$ cat src/rtl/seg_mux_pkg.sv
package seg_mux_pkg;

    localparam int DIGITS = 5;
    localparam int CODE_W = 6;
    localparam int EN_W   = 4;
    localparam int IDX_W  = $clog2(DIGITS);

    localparam logic [7:0] S_A  = 8'h40;
    localparam logic [7:0] S_B  = 8'h80;
    localparam logic [7:0] S_C  = 8'h04;
    localparam logic [7:0] S_D  = 8'h01;
    localparam logic [7:0] S_E  = 8'h08;
    localparam logic [7:0] S_F  = 8'h10;
    localparam logic [7:0] S_G  = 8'h20;
    localparam logic [7:0] S_DP = 8'h02;

    typedef enum logic [1:0] {
        ST_LAMP_ON,
        ST_LAMP_GAP,
        ST_SHOW,
        ST_GAP
    } scan_state_t;

    // enable line owned by each digit; digit 4 owns none
    function automatic logic [EN_W-1:0] line_of(input logic [IDX_W-1:0] idx);
        case (idx)
            3'd0:    line_of = 4'b1000;
            3'd1:    line_of = 4'b0100;
            3'd2:    line_of = 4'b0001;
            3'd3:    line_of = 4'b0010;
            default: line_of = 4'b0000;
        endcase
    endfunction

    // active-high segment pattern for a character code
    function automatic logic [7:0] glyph(input logic [CODE_W-1:0] code);
        case (code)
            6'd0:  glyph = S_A | S_B | S_C | S_D | S_E | S_F;
            6'd1:  glyph = S_B | S_C;
            6'd2:  glyph = S_A | S_B | S_D | S_E | S_G;
            6'd3:  glyph = S_A | S_B | S_C | S_D | S_G;
            6'd4:  glyph = S_B | S_C | S_F | S_G;
            6'd5:  glyph = S_A | S_C | S_D | S_F | S_G;
            6'd6:  glyph = S_A | S_C | S_D | S_E | S_F | S_G;
            6'd7:  glyph = S_A | S_B | S_C;
            6'd8:  glyph = S_A | S_B | S_C | S_D | S_E | S_F | S_G;
            6'd9:  glyph = S_A | S_B | S_C | S_D | S_F | S_G;
            6'd10: glyph = S_A | S_B | S_C | S_E | S_F | S_G;
            6'd11: glyph = S_C | S_D | S_E | S_F | S_G;
            6'd12: glyph = S_D | S_E | S_G;
            6'd13: glyph = S_B | S_C | S_D | S_E | S_G;
            6'd14: glyph = S_A | S_D | S_E | S_F | S_G;
            6'd15: glyph = S_A | S_E | S_F | S_G;
            6'd16: glyph = S_A | S_C | S_D | S_E | S_F;
            6'd17: glyph = S_B | S_C | S_E | S_F | S_G;
            6'd18: glyph = S_E;
            6'd19: glyph = 8'h00;
            6'd20: glyph = 8'hFF;
            6'd21: glyph = S_A | S_B | S_E | S_F | S_G;
            6'd22: glyph = S_E | S_G;
            6'd23: glyph = S_C | S_D | S_E | S_G;
            6'd24: glyph = S_A | S_B | S_C | S_F | S_G;
            6'd25: glyph = S_C | S_D | S_E;
            6'd26: glyph = S_D | S_E | S_F | S_G;
            6'd27: glyph = S_A | S_C | S_D | S_F | S_G;
            6'd28: glyph = S_A | S_B | S_D | S_E | S_G;
            6'd29: glyph = S_E | S_F;
            6'd30: glyph = S_B | S_C | S_D;
            6'd31: glyph = S_D | S_E | S_F | S_G;
            6'd32: glyph = S_D | S_E | S_F;
            6'd33: glyph = S_A | S_B | S_C | S_E | S_F;
            6'd34: glyph = S_C | S_D | S_E | S_F;
            6'd35: glyph = S_D | S_G;
            default: glyph = 8'h00;
        endcase
    endfunction

endpackage

$ cat src/rtl/seg_scan_timer.sv
module seg_scan_timer #(
    parameter int PRESC_W     = 16,
    parameter int LAMP_CYCLES = 10_000_000
) (
    input  logic clk,
    input  logic rst_n,
    output logic tick_o,
    output logic lamp_end_o
);
    localparam int LAMP_W = $clog2(LAMP_CYCLES + 1);
    localparam logic [LAMP_W-1:0] LAMP_LAST = LAMP_W'(LAMP_CYCLES - 1);

    logic [PRESC_W-1:0] presc_q;
    logic [LAMP_W-1:0]  lamp_q;
    logic               lamp_done_q;

    always_ff @(posedge clk or negedge rst_n) begin
        if (!rst_n) begin
            presc_q <= '0;
        end else begin
            presc_q <= presc_q + 1'b1;
        end
    end

    always_ff @(posedge clk or negedge rst_n) begin
        if (!rst_n) begin
            lamp_q      <= '0;
            lamp_done_q <= 1'b0;
        end else if (!lamp_done_q) begin
            if (lamp_q == LAMP_LAST) begin
                lamp_done_q <= 1'b1;
            end else begin
                lamp_q <= lamp_q + 1'b1;
            end
        end
    end

    assign tick_o     = &presc_q;
    assign lamp_end_o = !lamp_done_q && (lamp_q == LAMP_LAST);

    // the lamp test ends once and never restarts
    p_lamp_once_r1: assert property (@(posedge clk) disable iff (!rst_n)
        lamp_done_q |=> (lamp_done_q && !lamp_end_o));

    // a tick is followed by a tick-free cycle
    p_tick_spacing_r2: assert property (@(posedge clk) disable iff (!rst_n)
        tick_o |=> !tick_o);

endmodule

$ cat src/rtl/seg_digit_en.sv
module seg_digit_en
    import seg_mux_pkg::*;
#(
    parameter bit COMMON_ANODE = 1'b0
) (
    input  logic             clk,
    input  logic             rst_n,
    input  logic [IDX_W-1:0] idx_i,
    input  logic             gap_i,
    output logic [EN_W-1:0]  en_o
);
    logic [EN_W-1:0] act;

    always_comb begin
        act = gap_i ? '0 : line_of(idx_i);
    end

    generate
        if (COMMON_ANODE) begin : g_ca
            assign en_o = act;
        end else begin : g_cc
            assign en_o = ~act;
        end
    endgenerate

    // at most one enable line active, seen at the pins
    p_one_line_r3: assert property (@(posedge clk) disable iff (!rst_n)
        $onehot0(COMMON_ANODE ? en_o : ~en_o));

    // no line active during a gap
    p_gap_dark_r9: assert property (@(posedge clk) disable iff (!rst_n)
        gap_i |-> (en_o == (COMMON_ANODE ? 4'b0000 : 4'b1111)));

endmodule

$ cat src/rtl/seg_glyph.sv
module seg_glyph
    import seg_mux_pkg::*;
#(
    parameter bit COMMON_ANODE = 1'b0
) (
    input  logic [CODE_W-1:0] code_i,
    input  logic              dp_i,
    input  logic              lamp_i,
    input  logic              dark_i,
    output logic [7:0]        seg_o
);
    logic [7:0] raw;

    always_comb begin
        if (dark_i) begin
            raw = 8'h00;
        end else if (lamp_i) begin
            raw = 8'hFF;
        end else begin
            raw = glyph(code_i) | (dp_i ? S_DP : 8'h00);
        end
    end

    generate
        if (COMMON_ANODE) begin : g_ca
            assign seg_o = ~raw;
        end else begin : g_cc
            assign seg_o = raw;
        end
    endgenerate

endmodule

$ cat src/rtl/seg_mux_drv.sv
module seg_mux_drv
    import seg_mux_pkg::*;
#(
    parameter bit COMMON_ANODE = 1'b0,
    parameter int PRESC_W      = 16,
    parameter int CLK_HZ       = 20_000_000,
    parameter int LAMP_MS      = 500
) (
    input  logic        clk,
    input  logic        rst_n,
    input  logic        blank_i,
    input  logic [29:0] char_i,
    input  logic [4:0]  dp_i,
    output logic [7:0]  seg_o,
    output logic [3:0]  en_o
);
    localparam int LAMP_CYCLES = (CLK_HZ / 1000) * LAMP_MS;
    localparam logic [7:0] SEG_OFF = COMMON_ANODE ? 8'hFF : 8'h00;
    localparam logic [7:0] SEG_ON  = COMMON_ANODE ? 8'h00 : 8'hFF;

    scan_state_t      state_q, state_d;
    logic [IDX_W-1:0] idx_q;
    logic             tick, lamp_end;
    logic             in_gap, in_lamp;
    logic [CODE_W-1:0] cur_code;
    logic             cur_dp;

    seg_scan_timer #(
        .PRESC_W     (PRESC_W),
        .LAMP_CYCLES (LAMP_CYCLES)
    ) u_timer (
        .clk        (clk),
        .rst_n      (rst_n),
        .tick_o     (tick),
        .lamp_end_o (lamp_end)
    );

    always_ff @(posedge clk or negedge rst_n) begin
        if (!rst_n) begin
            state_q <= ST_LAMP_ON;
        end else begin
            state_q <= state_d;
        end
    end

    always_comb begin
        state_d = state_q;
        unique case (state_q)
            ST_LAMP_ON: begin
                if (tick) begin
                    state_d = lamp_end ? ST_GAP : ST_LAMP_GAP;
                end else if (lamp_end) begin
                    state_d = ST_SHOW;
                end
            end
            ST_LAMP_GAP: state_d = lamp_end ? ST_SHOW : ST_LAMP_ON;
            ST_SHOW:     if (tick) state_d = ST_GAP;
            ST_GAP:      state_d = ST_SHOW;
        endcase
    end

    always_ff @(posedge clk or negedge rst_n) begin
        if (!rst_n) begin
            idx_q <= '0;
        end else if (tick) begin
            idx_q <= (idx_q == IDX_W'(DIGITS - 1)) ? '0 : idx_q + 1'b1;
        end
    end

    always_comb begin
        in_gap  = 1'b0;
        in_lamp = 1'b0;
        unique case (state_q)
            ST_LAMP_ON:  in_lamp = 1'b1;
            ST_LAMP_GAP: begin in_lamp = 1'b1; in_gap = 1'b1; end
            ST_SHOW:     ;
            ST_GAP:      in_gap = 1'b1;
        endcase
    end

    assign cur_code = char_i[idx_q*CODE_W +: CODE_W];
    assign cur_dp   = dp_i[idx_q];

    seg_glyph #(
        .COMMON_ANODE (COMMON_ANODE)
    ) u_glyph (
        .code_i (cur_code),
        .dp_i   (cur_dp),
        .lamp_i (in_lamp),
        .dark_i (in_gap | blank_i),
        .seg_o  (seg_o)
    );

    seg_digit_en #(
        .COMMON_ANODE (COMMON_ANODE)
    ) u_en (
        .clk   (clk),
        .rst_n (rst_n),
        .idx_i (idx_q),
        .gap_i (in_gap),
        .en_o  (en_o)
    );

    // index stays within the five digits
    p_idx_range_r2: assert property (@(posedge clk) disable iff (!rst_n)
        idx_q < IDX_W'(DIGITS));

    // every index change lands in a gap cycle
    p_idx_step_gap_r9: assert property (@(posedge clk) disable iff (!rst_n)
        (idx_q != $past(idx_q)) |-> in_gap);

    // blank forces the segment off level
    p_blank_off_r8: assert property (@(posedge clk) disable iff (!rst_n)
        blank_i |-> (seg_o == SEG_OFF));

    // lamp test lights every segment outside gaps
    p_lamp_full_r1: assert property (@(posedge clk) disable iff (!rst_n)
        (in_lamp && !in_gap && !blank_i) |-> (seg_o == SEG_ON));

endmodule

$ cat config.mk
export PLATFORM = sky130hd
export DESIGN_NAME = seg_mux_drv
export DESIGN_NICKNAME = d
export VERILOG_FILES = /design/src/rtl/seg_mux_pkg.sv /design/src/rtl/seg_scan_timer.sv /design/src/rtl/seg_digit_en.sv /design/src/rtl/seg_glyph.sv /design/src/rtl/seg_mux_drv.sv
export SDC_FILE = /design/constraint.sdc
export NUM_CORES = 1
export LEC_CHECK = 0
export CAP_MARGIN = 40
export CORE_ASPECT_RATIO = 1.5
export CORE_UTILIZATION = 30
export CTS_BUF_LIST = sky130_fd_sc_hd__clkbuf_4
export CTS_CLUSTER_DIAMETER = 30
export DETAILED_ROUTE_END_ITERATION = 6
export DONT_BUFFER_PORTS = 1
export PLACE_DENSITY = 0.42
export SETUP_SLACK_MARGIN = 0.1
export SYNTH_ARGS = -nofsm -noshare
export SYNTH_HDL_FRONTEND = slang
export SYNTH_SLANG_ARGS = --single-unit
export TNS_END_PERCENT = 20
$ cat constraint.sdc
create_clock -name clk -period 2.1 [get_ports clk]
set_clock_uncertainty 0.1 [all_clocks]
set_input_delay 0 -clock clk [delete_from_list [all_inputs] [get_ports clk]]
set_output_delay 0 -clock clk [all_outputs]
set_load 0.005 [all_outputs]
== Yosys cells after proc, flatten, opt, wreduce, memory -nomap -nowiden ==
Memories as Yosys holds them, arrays and structs flattened.
Cells that the tools add are included.
Cells by class
  $add $sub $neg: 3
  $mul: 1
  magnitude comparators: 1
  equality and inequality tests: 10
  shifts and indexed selects: 1
  mux-type cells: 20
  bitwise logic cells: 5
  reduce and logical (&&, ||, !) cells: 9
Operators by type and width (number)
  two-way mux 8 bit: 4
  indexed part select 30 x 7 -> 6 bit: 1
  adder 24 x 1 -> 24 bit, second input constant: 1
  equality test 24 bit, second input constant: 1
  adder 16 x 1 -> 16 bit, second input constant: 1
  one-hot mux 4 bit (4 select lines): 1
  AND reduction 16 bit: 1
  two-way mux 2 bit: 6
  OR 8 bit: 1
  one-hot mux 2 bit (4 select lines): 1
  equality test 3 x 2 -> 1 bit, second input constant: 2
  multiplier 3 x 2 -> 5 bit, second input constant: 1
  two-way mux 1 bit: 5
  equality test 2 bit, second input constant: 2
  less-than comparator 3 x 4 -> 1 bit, second input constant: 1
  two-way mux 4 bit: 1
  inverter 4 bit: 1
  AND reduction 2 bit: 2
  OR reduction 2 bit: 2
  adder 3 x 1 -> 3 bit, second input constant: 1
  binary-select mux 1 bit (select 3 bit): 1
  equality test 3 x 1 -> 1 bit, second input constant: 1
  equality test 3 bit, second input constant: 1
  zero test 3 bit: 1
  other kinds (9): 10
Word-level totals
  register bits: 46
  ROM bits: 512
  input bits: 38
  output and inout port bits: 12
  logic and storage cells: 56
  memories: 1
Memories
  (no name shown): depth 64, width 8, rd ports 1, clocked after Yosys merged registers in 0, wr ports 0, RTL line seg_mux_pkg.sv:37  | case (code)

== Longest topological paths before layout ==
Gate-level depths: netlist of the first run.
  depth in word-level cells: 8
  gate-level depth with buffers: 12
  depth with buffers taken out: 10

== Cells and area by module ==
Synthesis of the first run repeated with hierarchy kept, for this count alone.
Unflattened totals
  cell total of the unflattened synthesis: 316
  area total of the unflattened synthesis: 3115.5 um2
By module, submodules not included
  seg_scan_timer: instances 1, cells each 165, area each 1893.1 um2, seq. area each 1026.0 um2
  seg_glyph: instances 1, cells each 87, area each 641.9 um2, seq. area each 0.0 um2
  seg_mux_drv: instances 1, cells each 60, area each 541.8 um2, seq. area each 125.1 um2
  seg_digit_en: instances 1, cells each 4, area each 38.8 um2, seq. area each 0.0 um2

== Least setup slack after synthesis of the first run ==
No wires, ideal clock.
  path kind: register to output
  start: register idx_q[0]
  end: output seg_o[5]
  arrival time: 2.403 ns
  setup slack: -0.403 ns
  stages on the path, launching flop included: 13
  buffers on the path: 2
  cells stage by stage: dfrtp_1 -> buf_6 -> buf_6 -> mux2i_1 -> o22ai_1 -> nor2_1 -> inv_1 -> ha_1 -> inv_1 -> nor2_1 -> a21oi_1 -> nor2_1 -> o41ai_1
On the way
  word-level cells in the longest chain between the ends: 8
Ends and longest elaborated chain
  start, declared: RTL line seg_mux_drv.sv:22  | logic [IDX_W-1:0] idx_q;
  start signal, assigned: RTL line seg_mux_drv.sv:66  | idx_q <= (idx_q == IDX_W'(DIGITS - 1)) ? '0 : idx_q + 1'b1;
  multiplier 3 x 2 -> 5 bit: RTL line seg_mux_drv.sv:81  | assign cur_code = char_i[idx_q*CODE_W +: CODE_W];
  indexed part select 30 x 7 -> 6 bit: RTL line seg_mux_drv.sv:81
  memory read (64 x 8 bit)
  two-way mux 8 bit: RTL line seg_glyph.sv:17  | end else if (lamp_i) begin
  two-way mux 8 bit: RTL line seg_glyph.sv:15  | if (dark_i) begin
  OR 8 bit: RTL line seg_glyph.sv:20  | raw = glyph(code_i) | (dp_i ? S_DP : 8'h00);
  two-way mux 8 bit: RTL line seg_glyph.sv:17
  two-way mux 8 bit: RTL line seg_glyph.sv:15
  end, declared: RTL line seg_mux_drv.sv:14  | output logic [7:0] seg_o,
No other way between the ends. The select of a mux whose other input is x is not followed.

== Final worst setup path of the first run ==
  start: register idx_q[0]
  end: output seg_o[0]
The elaborated chain is that of the path after synthesis.

==> metrics.txt, run 1 <==
DR vias/cell 5.32; die area 0.0108 mm^2; Crit path required time 2.00 ns; pwr dens 365 mW/mm^2; clk sinks 46; most numerous cell in the Yosys netlist dfrtp_1; Crit-path slowest cell dfrtp_2; Area Overhead vs Synth 47.5%; residual DRC count 0; Crit path arrival time 2.65 ns; Synth top area share 0.370; initial cell density of the core 0.307; GRT Resource Usage Total 0.175; Synth area leaders dfrtp_1 37%, xnor2_1 8.2%, ha_1 5.6%, nand2_1 3.7%, mux2i_1 3.5%; DR pass1 iterations 4; crit-path cells buf_6 -> buf_6 -> mux2_4 -> a221oi_4 -> buf_6 -> buf_12 -> buf_8 -> a211oi_2 -> a211oi_1 -> o31ai_1 -> buf_4; post-DP HPWL 6720 um; synthesized flop and latch total 46; fin crit share 1.31; Worst Hold Margin 0.138 ns; Setup Crit Path Kind flop to output pin; Rows 45; EDFF count, synth 0; vias in the first global route 3087; RSZ-0062 raised after global routing true; Syn Nets 381; worst hold start dp_i[4]; WL met3 419 um; Top Family by Delay on Critical Path buffers and inverters; IO buf count 0; initial detailed-routing violation count 87; synthesized area per cell 9.47 um^2; largest stage delay on the critical path 0.48 ns; M1 WL 3350 um; Setup WS pre-CTS -0.395 ns; Mapped Cells 329; crit path max fanout 8; mapped cell area 0.00311 mm^2; Post-synth ARST share 1.00; antenna viol nets, final 0; Static Leak 1.92 nW; routed len/inst 16.5 um; Worst-Skew Late Latency 0.38 ns; FMAX 364 MHz; clock slew at reported path FFs 0.13 ns; violated checks negative setup slack; share of cells above drive strength 1 0.438; critical path endpoint category output pin; hold path endpoint seg_o[1]; Routed WL 9140 um; largest net degree at the start of global routing 47; initial antenna violation count 0; Worst Reg-to-Reg Cells 7; Chip Height 127 um; max capacitance violation total 0; worst flop-to-flop path startpoint u_timer.lamp_q[7]; CP Launch Type flop; first-pass GRT wire length 14800 um; n_diodes 0; setup_tns -4.52 ns; R2R setup slack 0.09 ns; Worst slew margin 0.742; cell mode on critical path buf_6; final-report hold violation count 0; Netlist cell types 60; Slew Limit Fails 0; Synth Flop Type dfrtp_1; top layer in use met4; YS warnings 0; CTS max path bufs 2; crit path time final 2.75 ns; met2 WL post-DR 4900 um; Die X 85.2 um; Boundary Pins 50; Seq/Total Area, Yosys 0.370; synth cell count leaders 46 x dfrtp_1, 31 x nand2_1, 29 x xnor2_1, 20 x nor2_1, 17 x nand3_1; CTS Buf Count 5; CTS root buffer clkbuf_4; placed inst area 0.00390 mm^2; Clock H-tree levels 2; Yosys top cell by area dfrtp_1; core area 0.0101 mm^2; fin nets 489; TritonCTS clock tree yes; Power Total 1.68 mW; total number of vias 2954; Final Setup Violations 8; maximum vdd drop 0.000306 V; worst path bufs/invs 6; pin slew with the least headroom to its limit 0.382 ns; Worst Hold Class primary input to output pin; hold depth 2; status finished with violations; R2R Path End u_timer.lamp_q[23]; fin area 0.00459 mm^2; Critical path origin idx_q[0]; grt total ovfl 0; Worst Slack Setup Final -0.646 ns; RePlAce Congestion 0.873
==> worst max path at each step <==
stage               endpoint  slack (ns)  depth (start not counted)
global placement    seg_o[5]       -0.38                         12
CTS                 seg_o[5]       -0.63                         12
detailed placement  seg_o[5]       -0.40                         11
global route        seg_o[0]       -0.76                         11
finish              seg_o[0]       -0.65                         11
floorplan           seg_o[0]       -0.14                         11
==> repair_timing <==
action                     CTS  global route
pin swaps                   20            33
setup endpoints to repair   22            30
resized for setup           46            49
setup buffers               10            16
hold buffers                 3             0
hold endpoints to repair    46             0
==> power breakdown <==
part	switching [mW]	total [mW]	internal [mW]
combinational	0.179	0.351	0.172
sequential	0	0.886	0.886
clock	0.296	0.441	0.145
total	0.475	1.68	1.20
==> metrics by stage <==
step | utilization | std cells
3_3_place_gp | 0.385 | 521
5_1_grt | 0.453 | 555
3_5_place_dp | 0.385 | 521
2_1_floorplan | - | 329
4_1_cts | 0.422 | 542
6_report | 0.453 | 555
==> flip-flops by register name, indices dropped and copies added (netlist names) <==
signal               cells
state_q                  2
u_timer.presc_q         16
u_timer.lamp_done_q      1
u_timer.lamp_q          24
idx_q                    3
==> cells by family after synthesis <==
logic type                 Yosys count  share of synthesized area
adders and majority gates           14                     0.0562
DFF                                 46                      0.370
and+or+nand+nor                    124                      0.208
muxes                               17                     0.0619
buffers and inverters               24                     0.0374
AOI/OAI and AO/OA                   66                      0.160
xor gates and xnor gates            38                      0.107
==> per-layer routing <==
layer	GRT usage	vias to the layer above
met5	0	-
met2	0.322	95
li1	-	1424
met3	0.0267	34
met4	0.102	0
met1	0.187	1401
==> placed cells by master (no fill, tap or decap), types with 5 or more instances in the layout <==
master	count
buf_4	90
clkbuf_4	6
dfrtp_1	45
nor2_1	12
nand2_1	29
buf_6	15
ha_1	7
nand3_1	15
nor3_1	12
a211oi_2	5
nand4_1	13
ha_4	7
o21ai_0	7
and3_1	5
xnor2_1	28
xor2_1	9
nor2_2	6
mux2i_1	8
inv_1	9
o21ai_1	6
a21oi_2	7
==> final cells by class <==
cell class,instances,area (um^2)
inverter,14,67.6
sequential,46,1150
clock inverter,2,13.8
timing repair buffer,111,947
tap,117,146
fill,976,5540
multi-input combinational,259,2220
clock buffer,6,45.0
Note: power is estimated with default switching activity, not from simulation.
==> inputs of run 2 (changes only) <==
--- a/config.mk
+++ b/config.mk
@@ -12,6 +12,7 @@
 export CTS_CLUSTER_DIAMETER = 30
 export DETAILED_ROUTE_END_ITERATION = 6
 export DONT_BUFFER_PORTS = 1
+export MAX_ROUTING_LAYER = met4
 export PLACE_DENSITY = 0.42
 export SETUP_SLACK_MARGIN = 0.1
 export SYNTH_ARGS = -nofsm -noshare
==> run 2 against run 1 <==
The run still ends with negative setup slack left. Utilization down 0.30 points. Critical endpoint unchanged. Via count up 0.37%. Combinational power down 2%. Non-clock buffer count down 1. Largest power group unchanged. Sequential power about the same.
==> metrics.txt, run 2 (synthesized netlist as in run 1, its figures left out) <==
most common cell after layout, fill and taps aside buf_4 (unchanged); maximum vdd drop 0.000306 V (about the same); pwr dens 367 mW/mm^2 (was 365 mW/mm^2); crit path max fanout 8 (unchanged); cell mode on critical path buf_6 (unchanged); pin slew with the least headroom to its limit 0.392 ns (was 0.382 ns); n_diodes 0 (unchanged); crit path time final 2.74 ns (was 2.75 ns); Routed WL 9090 um (was 9140 um); Crit path required time 2.00 ns (about the same); CTS max path bufs 2 (unchanged); Setup Crit Path Kind flop to output pin (unchanged); CTS Buf Count 5 (unchanged); TritonCTS clock tree yes (unchanged); largest stage delay on the critical path 0.48 ns (about the same); Worst-Skew Late Latency 0.39 ns (was 0.38 ns); Crit path arrival time 2.64 ns (was 2.65 ns); Worst slew margin 0.736 (was 0.742); max capacitance violation total 0 (unchanged); status finished with violations (unchanged); Crit-path slowest cell dfrtp_2 (unchanged); critical path endpoint category output pin (unchanged); routed len/inst 16.4 um (was 16.5 um); Static Leak 1.91 nW (was 1.92 nW); Worst Reg-to-Reg Cells 7 (unchanged); residual DRC count 0 (unchanged); FMAX 365 MHz (was 364 MHz); Largest Register u_timer.lamp_q (unchanged); Boundary Pins 50 (unchanged); fin nets 488 (was 489); Worst Hold Class primary input to output pin (unchanged); IO buf count 0 (unchanged); crit-path cells buf_6 -> buf_6 -> mux2_4 -> a221oi_4 -> buf_6 -> buf_12 -> buf_8 -> a211oi_2 -> a211oi_1 -> o31ai_1 -> buf_4 (unchanged); setup_tns -4.46 ns (was -4.52 ns); violated checks negative setup slack (unchanged); share of cells above drive strength 1 0.435 (was 0.438); initial antenna violation count 0 (unchanged); worst hold start dp_i[4] (unchanged); Clock H-tree levels 2 (unchanged); Chip Height 127 um (unchanged); vias in the first global route 3088 (was 3087); fin crit share 1.30 (was 1.31); max reg flops 24 (unchanged); DR vias/cell 5.35 (was 5.32); Rows 45 (unchanged); grt total ovfl 0 (unchanged); hold depth 2 (unchanged); R2R setup slack 0.06 ns (was 0.09 ns); worst flop-to-flop path startpoint u_timer.lamp_q[22] (was u_timer.lamp_q[7]); DR pass1 iterations 4 (unchanged); initial cell density of the core 0.307 (unchanged); largest net degree at the start of global routing 47 (unchanged); R2R Path End u_timer.lamp_q[23] (unchanged); RePlAce Congestion 0.887 (was 0.873); Die X 85.2 um (unchanged); CP Launch Type flop (unchanged); antenna viol nets, final 0 (unchanged); GRT Resource Usage Total 0.180 (was 0.175); clk sinks 46 (unchanged); core area 0.0101 mm^2 (unchanged); CTS root buffer clkbuf_4 (unchanged); Final Setup Violations 8 (unchanged); Slew Limit Fails 0 (unchanged); most frequent cells in the layout 89 x buf_4, 45 x dfrtp_1, 29 x nand2_1, 28 x xnor2_1 (was 90 x buf_4, 45 x dfrtp_1, 29 x nand2_1, 28 x xnor2_1); first-pass GRT wire length 14700 um (was 14800 um); final core utilization 0.450 (was 0.453); Area Overhead vs Synth 46.5% (was 47.5%); total number of vias 2965 (was 2954); final-report hold violation count 0 (unchanged); Power Total 1.67 mW (was 1.68 mW); clock slew at reported path FFs 0.13 ns (about the same); initial detailed-routing violation count 77 (was 87); Worst Slack Setup Final -0.636 ns (was -0.646 ns); Regs by FF count u_timer.lamp_q x24, u_timer.presc_q x16, idx_q x3 (unchanged); RSZ-0062 raised after global routing true (unchanged); post-DP HPWL 6720 um (unchanged); die area 0.0108 mm^2 (unchanged); hold path endpoint seg_o[1] (unchanged)
## run 2: worst max-delay path by stage
stage / end / cells after the start / slack [ns] / from
global route: seg_o[0] / 11 / -0.75 / idx_q[0]
finish: seg_o[0] / 11 / -0.64 / idx_q[0]
detailed placement: seg_o[5] / 11 / -0.40 / idx_q[0]
floorplan: seg_o[0] / 11 / -0.14 / idx_q[0]
CTS: seg_o[5] / 12 / -0.63 / idx_q[0]
global placement: seg_o[5] / 12 / -0.38 / idx_q[0]
## run 2: report_power, final
part / internal [mW] / leakage (nW) / switching, mW / total, mW
Sequential: 0.886 / 0.612 / 0 / 0.886
Clock: 0.145 / 0.0356 / 0.299 / 0.444
Combinational: 0.170 / 1.26 / 0.176 / 0.345
Total: 1.20 / 1.91 / 0.475 / 1.67
## run 2: per-layer routing
| metal | part of all wire | global-route usage |
|---|---|---|
| met4 | 0.054 | 0.103 |
| met1 | 0.37 | 0.185 |
| met5 | 0 | - |
| met3 | 0.044 | 0.0273 |
| met2 | 0.54 | 0.321 |
## run 2: repair_timing
action / 4_1_cts / 5_1_grt
gates resized for setup: 46 / 44
endpoints found under the hold margin: 46 / 0
endpoints found under the setup margin: 22 / 29
hold buffers: 3 / 0
setup buffers: 10 / 15
pin swaps: 20 / 26
## run 2: cell type report
class	count	area (um^2)
Clock buffer	6	45.0
Clock inverter	2	13.8
Fill cell	981	5570
Inverter	14	62.6
Multi-Input combinational cell	259	2200
Sequential cell	46	1150
Tap cell	117	146
Timing Repair Buffer	110	940
## run 2: per-stage QoR
| stage | instances | hold slack [ns] | area (um^2) | setup slack [ns] |
|---|---|---|---|---|
| after global routing | 554 | 0.163 | 4560 | -0.752 |
| after detailed placement | 521 | -0.394 | 3900 | -0.395 |
| final | 554 | 0.138 | 4560 | -0.636 |
| after global placement | 521 | -0.394 | 3900 | -0.382 |
| after floorplan | 329 | -0.396 | 3170 | -0.138 |
| after CTS | 542 | 0.130 | 4270 | -0.634 |
## run 2: critical path, delay by kind of cell (launching register included)
| family | cells | cell delay [ns] |
|---|---|---|
| buf+inv | 6 | 0.80 |
| mux | 1 | 0.31 |
| flops | 1 | 0.48 |
| compound gates | 4 | 0.66 |
==> inputs of run 3 (changes only) <==
--- a/config.mk
+++ b/config.mk
@@ -10,6 +10,7 @@
 export CORE_UTILIZATION = 30
 export CTS_BUF_LIST = sky130_fd_sc_hd__clkbuf_4
 export CTS_CLUSTER_DIAMETER = 30
+export CTS_CLUSTER_SIZE = 28
 export DETAILED_ROUTE_END_ITERATION = 6
 export DONT_BUFFER_PORTS = 1
 export MAX_ROUTING_LAYER = met4
==> constraint.sdc (replaced) <==
create_clock -name clk -period 2.1 [get_ports clk]
set_clock_uncertainty 0.1 [all_clocks]
set_input_delay 0.42 -clock clk [delete_from_list [all_inputs] [get_ports clk]]
set_output_delay 0.42 -clock clk [all_outputs]
set_load 0.005 [all_outputs]
==> run 3 against run 2 <==
The flow still finishes with violations (negative setup slack). Fmax shrank 15%. Register-to-register slack improved by 0.02 ns. Worst hold slack improved by 0.22 ns. Cell count shrank 3.4%. Setup slack worse by 0.50 ns. Design area fell by 4.8%. Non-clock buffer count down 19. Largest cell class unchanged. Highest routed layer unchanged.
==> metrics.txt, run 3 (synthesized netlist as in run 1, its figures left out) <==
status finished with violations (unchanged); violated checks negative setup slack (unchanged); CP Launch Type flop (unchanged); grt total ovfl 0 (unchanged); Regs by FF count u_timer.lamp_q x24, u_timer.presc_q x16, idx_q x3 (unchanged); RSZ-0062 raised after global routing true (unchanged); crit-path cells buf_12 -> mux2i_4 -> o22ai_4 -> nor2_4 -> inv_2 -> ha_2 -> inv_1 -> buf_4 -> nand2_1 -> a21oi_2 -> a21oi_1 -> o311ai_1 -> buf_4 (was buf_6 -> buf_6 -> mux2_4 -> a221oi_4 -> buf_6 -> buf_12 -> buf_8 -> a211oi_2 -> a211oi_1 -> o31ai_1 -> buf_4); hold depth 1 (was 2); Crit path required time 1.58 ns (was 2.00 ns); Worst Reg-to-Reg Cells 7 (unchanged); critical path endpoint category output pin (unchanged); FMAX 309 MHz (was 365 MHz); fin area 0.00435 mm^2 (was 0.00456 mm^2); R2R setup slack 0.08 ns (was 0.06 ns); post-DP HPWL 6760 um (was 6720 um); total number of vias 2849 (was 2965); Chip Height 127 um (unchanged); cell mode on critical path buf_4 (was buf_6); Final Setup Violations 8 (unchanged); routed len/inst 16.3 um (was 16.4 um); Worst-Skew Late Latency 0.37 ns (was 0.39 ns); crit path max fanout 6 (was 8); Worst slew margin 0.763 (was 0.736); placed inst area 0.00392 mm^2 (was 0.00390 mm^2); Slew Limit Fails 0 (unchanged); largest stage delay on the critical path 0.45 ns (was 0.48 ns); most common cell after layout, fill and taps aside buf_4 (unchanged); initial antenna violation count 0 (unchanged); fin nets 469 (was 488); final non-filler cell total 535 (was 554); Setup Crit Path Kind flop to output pin (unchanged); Worst Slack Setup Final -1.13 ns (was -0.636 ns); final-report hold violation count 0 (unchanged); DR vias/cell 5.33 (was 5.35); Worst Hold Class flop to flop (was primary input to output pin); CTS max path bufs 2 (unchanged); n_diodes 0 (unchanged); most frequent cells in the layout 81 x buf_4, 43 x dfrtp_1, 31 x nand2_1, 28 x xnor2_1, 16 x nor2_1 (was 89 x buf_4, 45 x dfrtp_1, 29 x nand2_1, 28 x xnor2_1); Clock H-tree levels 2 (unchanged); pin slew with the least headroom to its limit 0.351 ns (was 0.392 ns); antenna viol nets, final 0 (unchanged); vias in the first global route 2999 (was 3088); Crit path arrival time 2.71 ns (was 2.64 ns); Routed WL 8700 um (was 9090 um); initial cell density of the core 0.307 (unchanged); initial detailed-routing violation count 57 (was 77); IO buf count 0 (unchanged); TritonCTS clock tree yes (unchanged); clk sinks 46 (unchanged); Setup WS pre-CTS -0.754 ns (was -0.395 ns); Static Leak 1.82 nW (was 1.91 nW); Largest Register u_timer.lamp_q (unchanged); CTS Buf Count 5 (unchanged); RePlAce Congestion 0.870 (was 0.887); first-pass GRT wire length 14300 um (was 14700 um); met2 GRT Util 0.324 (was 0.321); core area 0.0101 mm^2 (unchanged); Die X 85.2 um (unchanged); clock slew at reported path FFs 0.14 ns (was 0.13 ns); fin crit share 1.54 (was 1.30); maximum vdd drop 0.000301 V (was 0.000306 V); residual DRC count 0 (unchanged); met3 GRT Util 0.0228 (was 0.0273); final core utilization 0.429 (was 0.450); Boundary Pins 50 (unchanged); Power Total 1.72 mW (was 1.67 mW); GRT Resource Usage Total 0.173 (was 0.180); Rows 45 (unchanged); Area Overhead vs Synth 39.5% (was 46.5%); worst hold start u_timer.presc_q[0] (was dp_i[4]); pwr dens 397 mW/mm^2 (was 367 mW/mm^2); share of cells above drive strength 1 0.395 (was 0.435); Most Used Layer, Global Route met2 (unchanged); R2R Path End u_timer.lamp_q[23] (unchanged); DR pass1 iterations 4 (unchanged); met1 Usage GRT 0.172 (was 0.185); max capacitance violation total 0 (unchanged); hold path endpoint u_timer.presc_q[0] (was seg_o[1]); worst flop-to-flop path startpoint u_timer.lamp_q[11] (was u_timer.lamp_q[22]); Crit-path slowest cell dfrtp_2 (unchanged); Inst Count DP 522 (was 521); die area 0.0108 mm^2 (unchanged); crit path time final 3.23 ns (was 2.74 ns); max reg flops 24 (unchanged); CTS root buffer clkbuf_4 (unchanged); largest net degree at the start of global routing 47 (unchanged)
run 3: cell types whose count changed in the layout (fill, tap and decap cells not counted), sizes merged:
cell / delta
inv: +1
buf: -19
bufinv: +1
clkinv: -1
dlygate4sd3: -1
run 3: area by class of cell:
class / count / area (um^2)
Fill cell: 1008 / 5790
Inverter: 14 / 52.6
Multi-Input combinational cell: 259 / 2140
Clock buffer: 5 / 37.5
Timing Repair Buffer: 91 / 767
Clock inverter: 3 / 43.8
Sequential cell: 46 / 1150
Tap cell: 117 / 146
run 3: routing by layer:
layer	up-vias	part of all wire
li1	1380	-
met1	1367	0.38
met2	78	0.54
met3	24	0.033
met4	0	0.045
met5	-	0
run 3: worst max-delay path by stage:
stage | depth (start not counted) | slack (ns) | endpoint | startpoint
2_1_floorplan | 11 | -0.56 | seg_o[0] | idx_q[0]
3_3_place_gp | 12 | -0.70 | seg_o[5] | idx_q[0]
3_5_place_dp | 13 | -0.75 | seg_o[0] | idx_q[0]
4_1_cts | 13 | -1.11 | seg_o[5] | idx_q[0]
5_1_grt | 13 | -1.27 | seg_o[0] | idx_q[0]
6_report | 13 | -1.13 | seg_o[2] | idx_q[0]
run 3: repair_timing:
action                                  in CTS  in global routing
cloned                                       0                  1
buffers inserted                             3                  0
hold endpoints to repair                    46                  0
pin swaps                                   10                 24
gates resized for setup                     25                 34
endpoints found under the setup margin      29                 31
hold buffers                                 2                  0
run 3: metrics by stage:
stage / TNS, ns / hold slack [ns]
after floorplan: -3.60 / 0.0244
after global placement: -5.18 / 0.0259
after detailed placement: -5.55 / 0.0259
after CTS: -8.37 / 0.360
after global routing: -9.60 / 0.391
final: -8.32 / 0.360
run 3: worst max-delay path: cells and delay by family (launching register included):
family          cells  cell delay (ns)
buf+inv             5             0.56
compound gates      4             0.61
simple gates        2             0.26
mux                 1             0.24
fa+ha+maj           1             0.20
flops               1             0.45
run 3: power breakdown:
part | internal [mW] | switching (mW) | total, mW
logic | 0.137 | 0.151 | 0.287
registers | 0.886 | 0 | 0.886
clock network | 0.253 | 0.297 | 0.551
total | 1.28 | 0.448 | 1.72
